===== src/rtl/dtmf_cls_pkg.sv =====
package dtmf_cls_pkg;
  typedef logic [1:0] tone_idx_t;

  function automatic int unsigned tone_hz(bit high, int unsigned i);
    case ({high, i[1:0]})
      3'b000:  return 697;
      3'b001:  return 770;
      3'b010:  return 852;
      3'b011:  return 941;
      3'b100:  return 1209;
      3'b101:  return 1336;
      3'b110:  return 1477;
      default: return 1633;
    endcase
  endfunction

  // shortest period accepted: frequency at +1.5%
  function automatic int unsigned per_min(int unsigned clk_hz, int unsigned f_hz);
    longint unsigned num, den;
    num = longint'(clk_hz) * 1000;
    den = longint'(f_hz) * 1015;
    return int'((num + den - 1) / den);
  endfunction

  // longest period accepted: frequency at -1.5%
  function automatic int unsigned per_max(int unsigned clk_hz, int unsigned f_hz);
    longint unsigned num, den;
    num = longint'(clk_hz) * 1000;
    den = longint'(f_hz) * 985;
    return int'(num / den);
  endfunction
endpackage


===== src/rtl/period_meter.sv =====
module period_meter #(
  parameter int unsigned PER_W = 13,
  parameter int unsigned SAT   = 5507
) (
  input  logic             clk_i,
  input  logic             rst_ni,
  input  logic             pd_i,
  input  logic             sq_i,
  output logic             meas_o,
  output logic             tmo_o,
  output logic [PER_W-1:0] per_o
);
  localparam logic [PER_W-1:0] SAT_C = PER_W'(SAT);

  logic [2:0]       sync_q;
  logic [PER_W-1:0] cnt_q;
  logic             armed_q;
  logic             rise;

  assign rise   = sync_q[1] & ~sync_q[2];
  assign meas_o = rise & armed_q;
  assign tmo_o  = armed_q & ~rise & (cnt_q == SAT_C);
  assign per_o  = cnt_q;

  always_ff @(posedge clk_i or negedge rst_ni) begin
    if (!rst_ni) begin
      sync_q  <= '0;
      cnt_q   <= '0;
      armed_q <= 1'b0;
    end else if (pd_i) begin
      sync_q  <= '0;
      cnt_q   <= '0;
      armed_q <= 1'b0;
    end else begin
      sync_q <= {sync_q[1:0], sq_i};
      if (rise) begin
        cnt_q   <= PER_W'(1);
        armed_q <= 1'b1;
      end else if (tmo_o) begin
        cnt_q   <= '0;
        armed_q <= 1'b0;
      end else if (armed_q) begin
        cnt_q <= cnt_q + 1'b1;
      end
    end
  end

  p_restart_r4: assert property (@(posedge clk_i) disable iff (!rst_ni)
    (rise && !pd_i) |=> (per_o == PER_W'(1) && armed_q));
  p_sat_disarm_r5: assert property (@(posedge clk_i) disable iff (!rst_ni)
    (tmo_o && !pd_i) |=> !armed_q);
  p_cnt_bound_r5: assert property (@(posedge clk_i) disable iff (!rst_ni)
    cnt_q <= SAT_C);
endmodule


===== src/rtl/band_matcher.sv =====
module band_matcher
  import dtmf_cls_pkg::*;
#(
  parameter int unsigned CLK_HZ = 3579545,
  parameter bit          HIGH   = 1'b0,
  parameter int unsigned PER_W  = 13
) (
  input  logic [PER_W-1:0] per_i,
  output logic             hit_o,
  output tone_idx_t        idx_o
);
  logic [3:0] win;

  for (genvar g = 0; g < 4; g++) begin : g_win
    localparam logic [PER_W-1:0] LO = PER_W'(per_min(CLK_HZ, tone_hz(HIGH, g)));
    localparam logic [PER_W-1:0] HI = PER_W'(per_max(CLK_HZ, tone_hz(HIGH, g)));
    assign win[g] = (per_i >= LO) && (per_i <= HI);
  end

  assign hit_o = |win;

  always_comb begin
    idx_o = '0;
    for (int i = 0; i < 4; i++)
      if (win[i]) idx_o = tone_idx_t'(i);
  end

  always_comb begin
    a_win_disjoint_r1: assert ($onehot0(win));
  end
endmodule


===== src/rtl/band_tracker.sv =====
module band_tracker
  import dtmf_cls_pkg::*;
#(
  parameter int unsigned RUN_N    = 4,
  parameter bit          MASK_TOP = 1'b0
) (
  input  logic      clk_i,
  input  logic      rst_ni,
  input  logic      pd_i,
  input  logic      inh_i,
  input  logic      meas_i,
  input  logic      tmo_i,
  input  logic      hit_i,
  input  tone_idx_t idx_i,
  output logic      tone_o,
  output tone_idx_t idx_o,
  output logic      steady_o
);
  localparam int unsigned     RUN_W = $clog2(RUN_N + 1);
  localparam logic [RUN_W-1:0] RUN_C = RUN_W'(RUN_N);

  logic             tone_q;
  tone_idx_t        idx_q;
  logic [RUN_W-1:0] run_q;
  logic             hit_eff;

  assign hit_eff  = hit_i & ~(MASK_TOP & inh_i & (idx_i == 2'd3));
  assign tone_o   = tone_q;
  assign idx_o    = idx_q;
  assign steady_o = (run_q == RUN_C);

  always_ff @(posedge clk_i or negedge rst_ni) begin
    if (!rst_ni) begin
      tone_q <= 1'b0;
      idx_q  <= '0;
      run_q  <= '0;
    end else if (pd_i || tmo_i || (meas_i && !hit_eff)) begin
      tone_q <= 1'b0;
      idx_q  <= '0;
      run_q  <= '0;
    end else if (meas_i) begin
      tone_q <= 1'b1;
      idx_q  <= idx_i;
      if (tone_q && idx_q == idx_i) begin
        if (run_q != RUN_C) run_q <= run_q + 1'b1;
      end else begin
        run_q <= RUN_W'(1);
      end
    end
  end

  p_idx_zero_r4: assert property (@(posedge clk_i) disable iff (!rst_ni)
    !tone_o |-> (idx_o == 2'd0));
  p_inh_top_r6: assert property (@(posedge clk_i) disable iff (!rst_ni)
    (MASK_TOP && meas_i && inh_i && idx_i == 2'd3) |=> !tone_o);
  p_switch_r7: assert property (@(posedge clk_i) disable iff (!rst_ni)
    (meas_i && !pd_i && tone_o && hit_eff && idx_i != idx_o) |=> !steady_o);
endmodule


===== src/rtl/dtmf_tone_classifier.sv =====
module dtmf_tone_classifier
  import dtmf_cls_pkg::*;
#(
  parameter int unsigned CLK_HZ        = 3579545,
  parameter int unsigned LOW_FLOOR_HZ  = 650,
  parameter int unsigned HIGH_FLOOR_HZ = 1150,
  parameter int unsigned RUN_N         = 4
) (
  input  logic       clk_i,
  input  logic       rst_ni,
  input  logic       pd_i,
  input  logic       inh_i,
  input  logic       low_sq_i,
  input  logic       high_sq_i,
  output logic       low_tone_o,
  output logic [1:0] low_idx_o,
  output logic       high_tone_o,
  output logic [1:0] high_idx_o,
  output logic       pair_valid_o
);
  localparam int unsigned PER_W = $clog2(CLK_HZ / LOW_FLOOR_HZ + 1);

  logic [1:0] sq, tone, steady;
  tone_idx_t  idx [2];

  assign sq = {high_sq_i, low_sq_i};

  for (genvar b = 0; b < 2; b++) begin : g_band
    localparam int unsigned SAT = (b == 0) ? CLK_HZ / LOW_FLOOR_HZ : CLK_HZ / HIGH_FLOOR_HZ;
    logic             meas, tmo, hit;
    logic [PER_W-1:0] per;
    tone_idx_t        cls;

    period_meter #(.PER_W(PER_W), .SAT(SAT)) u_meter (
      .clk_i, .rst_ni, .pd_i, .sq_i(sq[b]),
      .meas_o(meas), .tmo_o(tmo), .per_o(per)
    );

    band_matcher #(.CLK_HZ(CLK_HZ), .HIGH(b == 1), .PER_W(PER_W)) u_match (
      .per_i(per), .hit_o(hit), .idx_o(cls)
    );

    band_tracker #(.RUN_N(RUN_N), .MASK_TOP(b == 1)) u_track (
      .clk_i, .rst_ni, .pd_i, .inh_i,
      .meas_i(meas), .tmo_i(tmo), .hit_i(hit), .idx_i(cls),
      .tone_o(tone[b]), .idx_o(idx[b]), .steady_o(steady[b])
    );
  end

  assign low_tone_o   = tone[0];
  assign low_idx_o    = idx[0];
  assign high_tone_o  = tone[1];
  assign high_idx_o   = idx[1];
  assign pair_valid_o = &steady;

  p_pair_tones_r7: assert property (@(posedge clk_i) disable iff (!rst_ni)
    pair_valid_o |-> (low_tone_o && high_tone_o));
  p_pd_clear_r8: assert property (@(posedge clk_i) disable iff (!rst_ni)
    pd_i |=> (!low_tone_o && !high_tone_o && !pair_valid_o));
endmodule


===== config.mk =====
export PLATFORM = sky130hd
export DESIGN_NAME = dtmf_tone_classifier
export DESIGN_NICKNAME = d
export VERILOG_FILES = /design/src/rtl/dtmf_cls_pkg.sv /design/src/rtl/period_meter.sv /design/src/rtl/band_matcher.sv /design/src/rtl/band_tracker.sv /design/src/rtl/dtmf_tone_classifier.sv
export SDC_FILE = /design/constraint.sdc
export NUM_CORES = 1
export LEC_CHECK = 0
export ABC_AREA = 1
export BUFFER_PORTS_ARGS = -buffer_cell sky130_fd_sc_hd__clkbuf_2
export CAP_MARGIN = 20
export CELL_PAD_IN_SITES_DETAIL_PLACEMENT = 1
export CELL_PAD_IN_SITES_GLOBAL_PLACEMENT = 1
export CORE_AREA = 2 2 102 114
export DETAILED_ROUTE_END_ITERATION = 12
export DIE_AREA = 0 0 104 116
export PLACE_DENSITY = 0.66
export SLEW_MARGIN = 20
export SYNTH_ARGS = -nofsm -noshare
export SYNTH_HDL_FRONTEND = slang
export SYNTH_SLANG_ARGS = --single-unit
export TNS_END_PERCENT = 100

===== constraint.sdc =====
create_clock -name clk_i -period 2.42 [get_ports clk_i]
set_input_delay 0.484 -clock clk_i [delete_from_list [all_inputs] [get_ports clk_i]]
set_output_delay 0.484 -clock clk_i [all_outputs]
set_load 0.005 [all_outputs]

==> results.toml <==
[clocking]
clock-sinks = 46
cts_setup_buffers = 0
cts_buffers = 5
cts_tree = "built"
insertion_delay_ps = 300
htree_levels = 2
root_buffer = "clkbuf_16"
clock_path_buffers = 2
clkTransAtPathRegs_ps = 70

[timing]
finalSetupTns_ps = 0
rsz0062_at_grt = "no"
setup_violations = 0
clock_skew_ps = 9.58
relSlewSlack_pct = 58.3
clock.fmax_mhz = 473
fin_ws_ps = 306
final_hold_viol_count = 0
slew_viol_final = 0
fin_crit_sh_pct = 87.3
worst_pin_slew_ps = 625
holdWs_ps = 287
final.min_clock_period_ps = 2110

[critical_path]
worstSetupStartpointType = "flop"
r2r_end = "g_band[1].u_track.run_q[2]"
critical_path_class = "reg2reg"
required_ps = 2660
arrival_ps = 2350
worst-path-max-fanout = 5
r2r-start = "g_band[1].u_meter.per_o[10]"
cp-endpoint = "g_band[1].u_track.run_q[2]"
worst_setup_path_end_kind = "flop"
reg2reg_depth = 13
reg2reg_slack_ps = 310
critPathLaunch = "g_band[1].u_meter.per_o[10]"

[global_route]
grt_usage_pct = 19.8
grt_max_degree = 47
grt_antenna_before_repair = 0
grt_overflow_total = 0
grt_pass1_wl_mm = 19.1
grt_pass1_vias = 3873

[drt]
ant_nets = 0
vias = 3643
vias_per_cell = 5.10
drc = 0
wl_per_cell_um = 15.4
finalWirelength_mm = 11.0
drt_pass1_iterations = 4
drt_iter0_drc = 104

[floorplanning]
die_w_um = 104
rows = 40
initial_utilization_pct = 33.4
io_pins = 13
dieHeight_um = 116
dieArea_um2 = 12100
core_um2 = 10800

[finish]
diodes = 0
drive_gt1_share_pct = 11.1
area_growth_pct = 9.18
fin_util_pct = 36.5
instances_no_fill = 715
finalInstanceArea_um2 = 3940
final_nets = 584

[yosys]
synthesis.area_um2 = 3610
synth_warnings = 0
synth_fp_nets = 576
ys_seq_area_share_pct = 31.9
netlist_instances = 559
synth-seq-cells = 46
postSynthAreaPerCell_um2 = 6.46
synth_cell_type_count = 35

[run]
drv_cap = 0

[worst_hold_path]
min_path_type = "in2async"

[placed_design]
dp_hpwl_mm = 8.80
gp_congestion = 0.836
numPortBuffers = 12
place_ws_ps = 257
dp.cells = 707
dpl_cell_area_um2 = 3790

[power]
ir_drop_uv = 265
p_total_mw = 1.64
leakage_nw = 1.81
p_per_area_nw_per_um2 = 417

[run_status]
status = "complete, no violations"
[how the worst min path moves through the flow]
stage                                startpoint                           to  slack [ps]  cells after the start
global placement    g_band[0].u_meter.sync_q[0]  g_band[0].u_meter.sync_q[1]         440                      2
global route                             rst_ni   g_band[0].u_track.idx_o[1]         340                      2
CTS                                      rst_ni  g_band[0].u_meter.per_o[12]         320                      2
detailed placement  g_band[1].u_meter.sync_q[0]  g_band[1].u_meter.sync_q[1]         460                      2
floorplan                                rst_ni    g_band[0].u_meter.armed_q         190                      0
finish                                   rst_ni   g_band[0].u_track.idx_o[1]         290                      2
[sequential cells by signal (all words and copies together), names as in the netlist]
name                    flops
g_band.u_meter.per_o       26
g_band.u_meter.armed_q      2
g_band.u_track.idx_o        4
g_band.u_meter.sync_q       6
g_band.u_track.run_q        6
g_band.u_track.tone_o       2
[layout by cell type (no fill, tap or decap), types with 17 or more instances in the layout]
| cell type | count |
|---|---|
| a21oi_1 | 18 |
| dfrtp_1 | 45 |
| inv_1 | 75 |
| nand2_1 | 137 |
| nand2_2 | 17 |
| nand3_1 | 42 |
| nor2_1 | 85 |
| nor3_1 | 17 |
| o21ai_0 | 28 |
[report_power, final]
part           internal, mW  switching [mW]  leakage [nW]
Clock                 0.387           0.324        0.0664
Combinational        0.0361          0.0982          1.12
Sequential            0.782          0.0164         0.630
Total                  1.21           0.438          1.81
[cells in the mapped netlist]
cell / instances / area (um^2)
nand3b_1: 2 / 15.0
buf_4: 2 / 15.0
nand2_1: 137 / 514
inv_1: 75 / 282
xor2_1: 7 / 61.3
nand2_2: 17 / 106
buf_2: 8 / 40.0
a211oi_1: 1 / 7.51
buf_6: 2 / 22.5
clkbuf_1: 2 / 7.51
o21ai_0: 28 / 140
a22oi_1: 3 / 22.5
o21ai_1: 2 / 10.0
nor2_2: 6 / 37.5
clkinv_2: 1 / 5.00
nor3_1: 17 / 85.1
o21ai_2: 2 / 17.5
o21a_1: 1 / 7.51
a21oi_1: 18 / 90.1
nand3_1: 42 / 210
a31oi_1: 1 / 6.26
ha_1: 11 / 138
nor2_4: 3 / 33.8
o21bai_1: 1 / 7.51
inv_2: 6 / 22.5
dfrtp_1: 46 / 1150
o22ai_1: 12 / 75.1
nand4_1: 9 / 56.3
xnor2_1: 2 / 17.5
nor4_1: 4 / 25.0
nand3_2: 2 / 20.0
nand2_4: 1 / 11.3
nor2_1: 85 / 319
o211ai_1: 2 / 15.0
nand3_4: 1 / 17.5
[cell type report]
type,instances,area [um^2]
Clock buffer,5,125
Clock inverter,3,23.8
Fill cell,1444,6870
Inverter,82,309
Multi-Input combinational cell,417,2070
Sequential cell,46,1150
Tap cell,147,184
Timing Repair Buffer,15,82.6
[metal layers]
layer,up-vias,wire (um),global-route usage (%)
met5,-,0,0
met4,0,261,7.75
met3,17,145,1.86
met2,38,5600,37.5
met1,1785,4990,23.3
li1,1803,-,-
[worst max-delay path, cell delays in order, from the launching register on]
cell	delay, ps
dfrtp_1	440
a21oi_1	360
nand2_1	160
nor2_1	160
nor2_2	70
nand2_2	100
nand2_1	90
nand2_1	110
nand2_2	70
nor2_4	170
nand3_4	110
nand2_2	90
nand2_1	60
nand2_1	60
[timing repair]
| item | in CTS | in global routing |
|---|---|---|
| hold buffers | 0 | 0 |
| endpoints found under the setup margin | 0 | 4 |
| gates resized for setup | 0 | 1 |
[cells by family after synthesis]
family                     synth area share [%]
AOI/OAI and AO/OA                          11.0
and+or+nand+nor                            40.2
DFF                                        31.9
buffers and inverters                      10.9
xor gates and xnor gates                   2.18
adders and majority gates                  3.81
No activity file was read; power rests on OpenSTA's default activity.
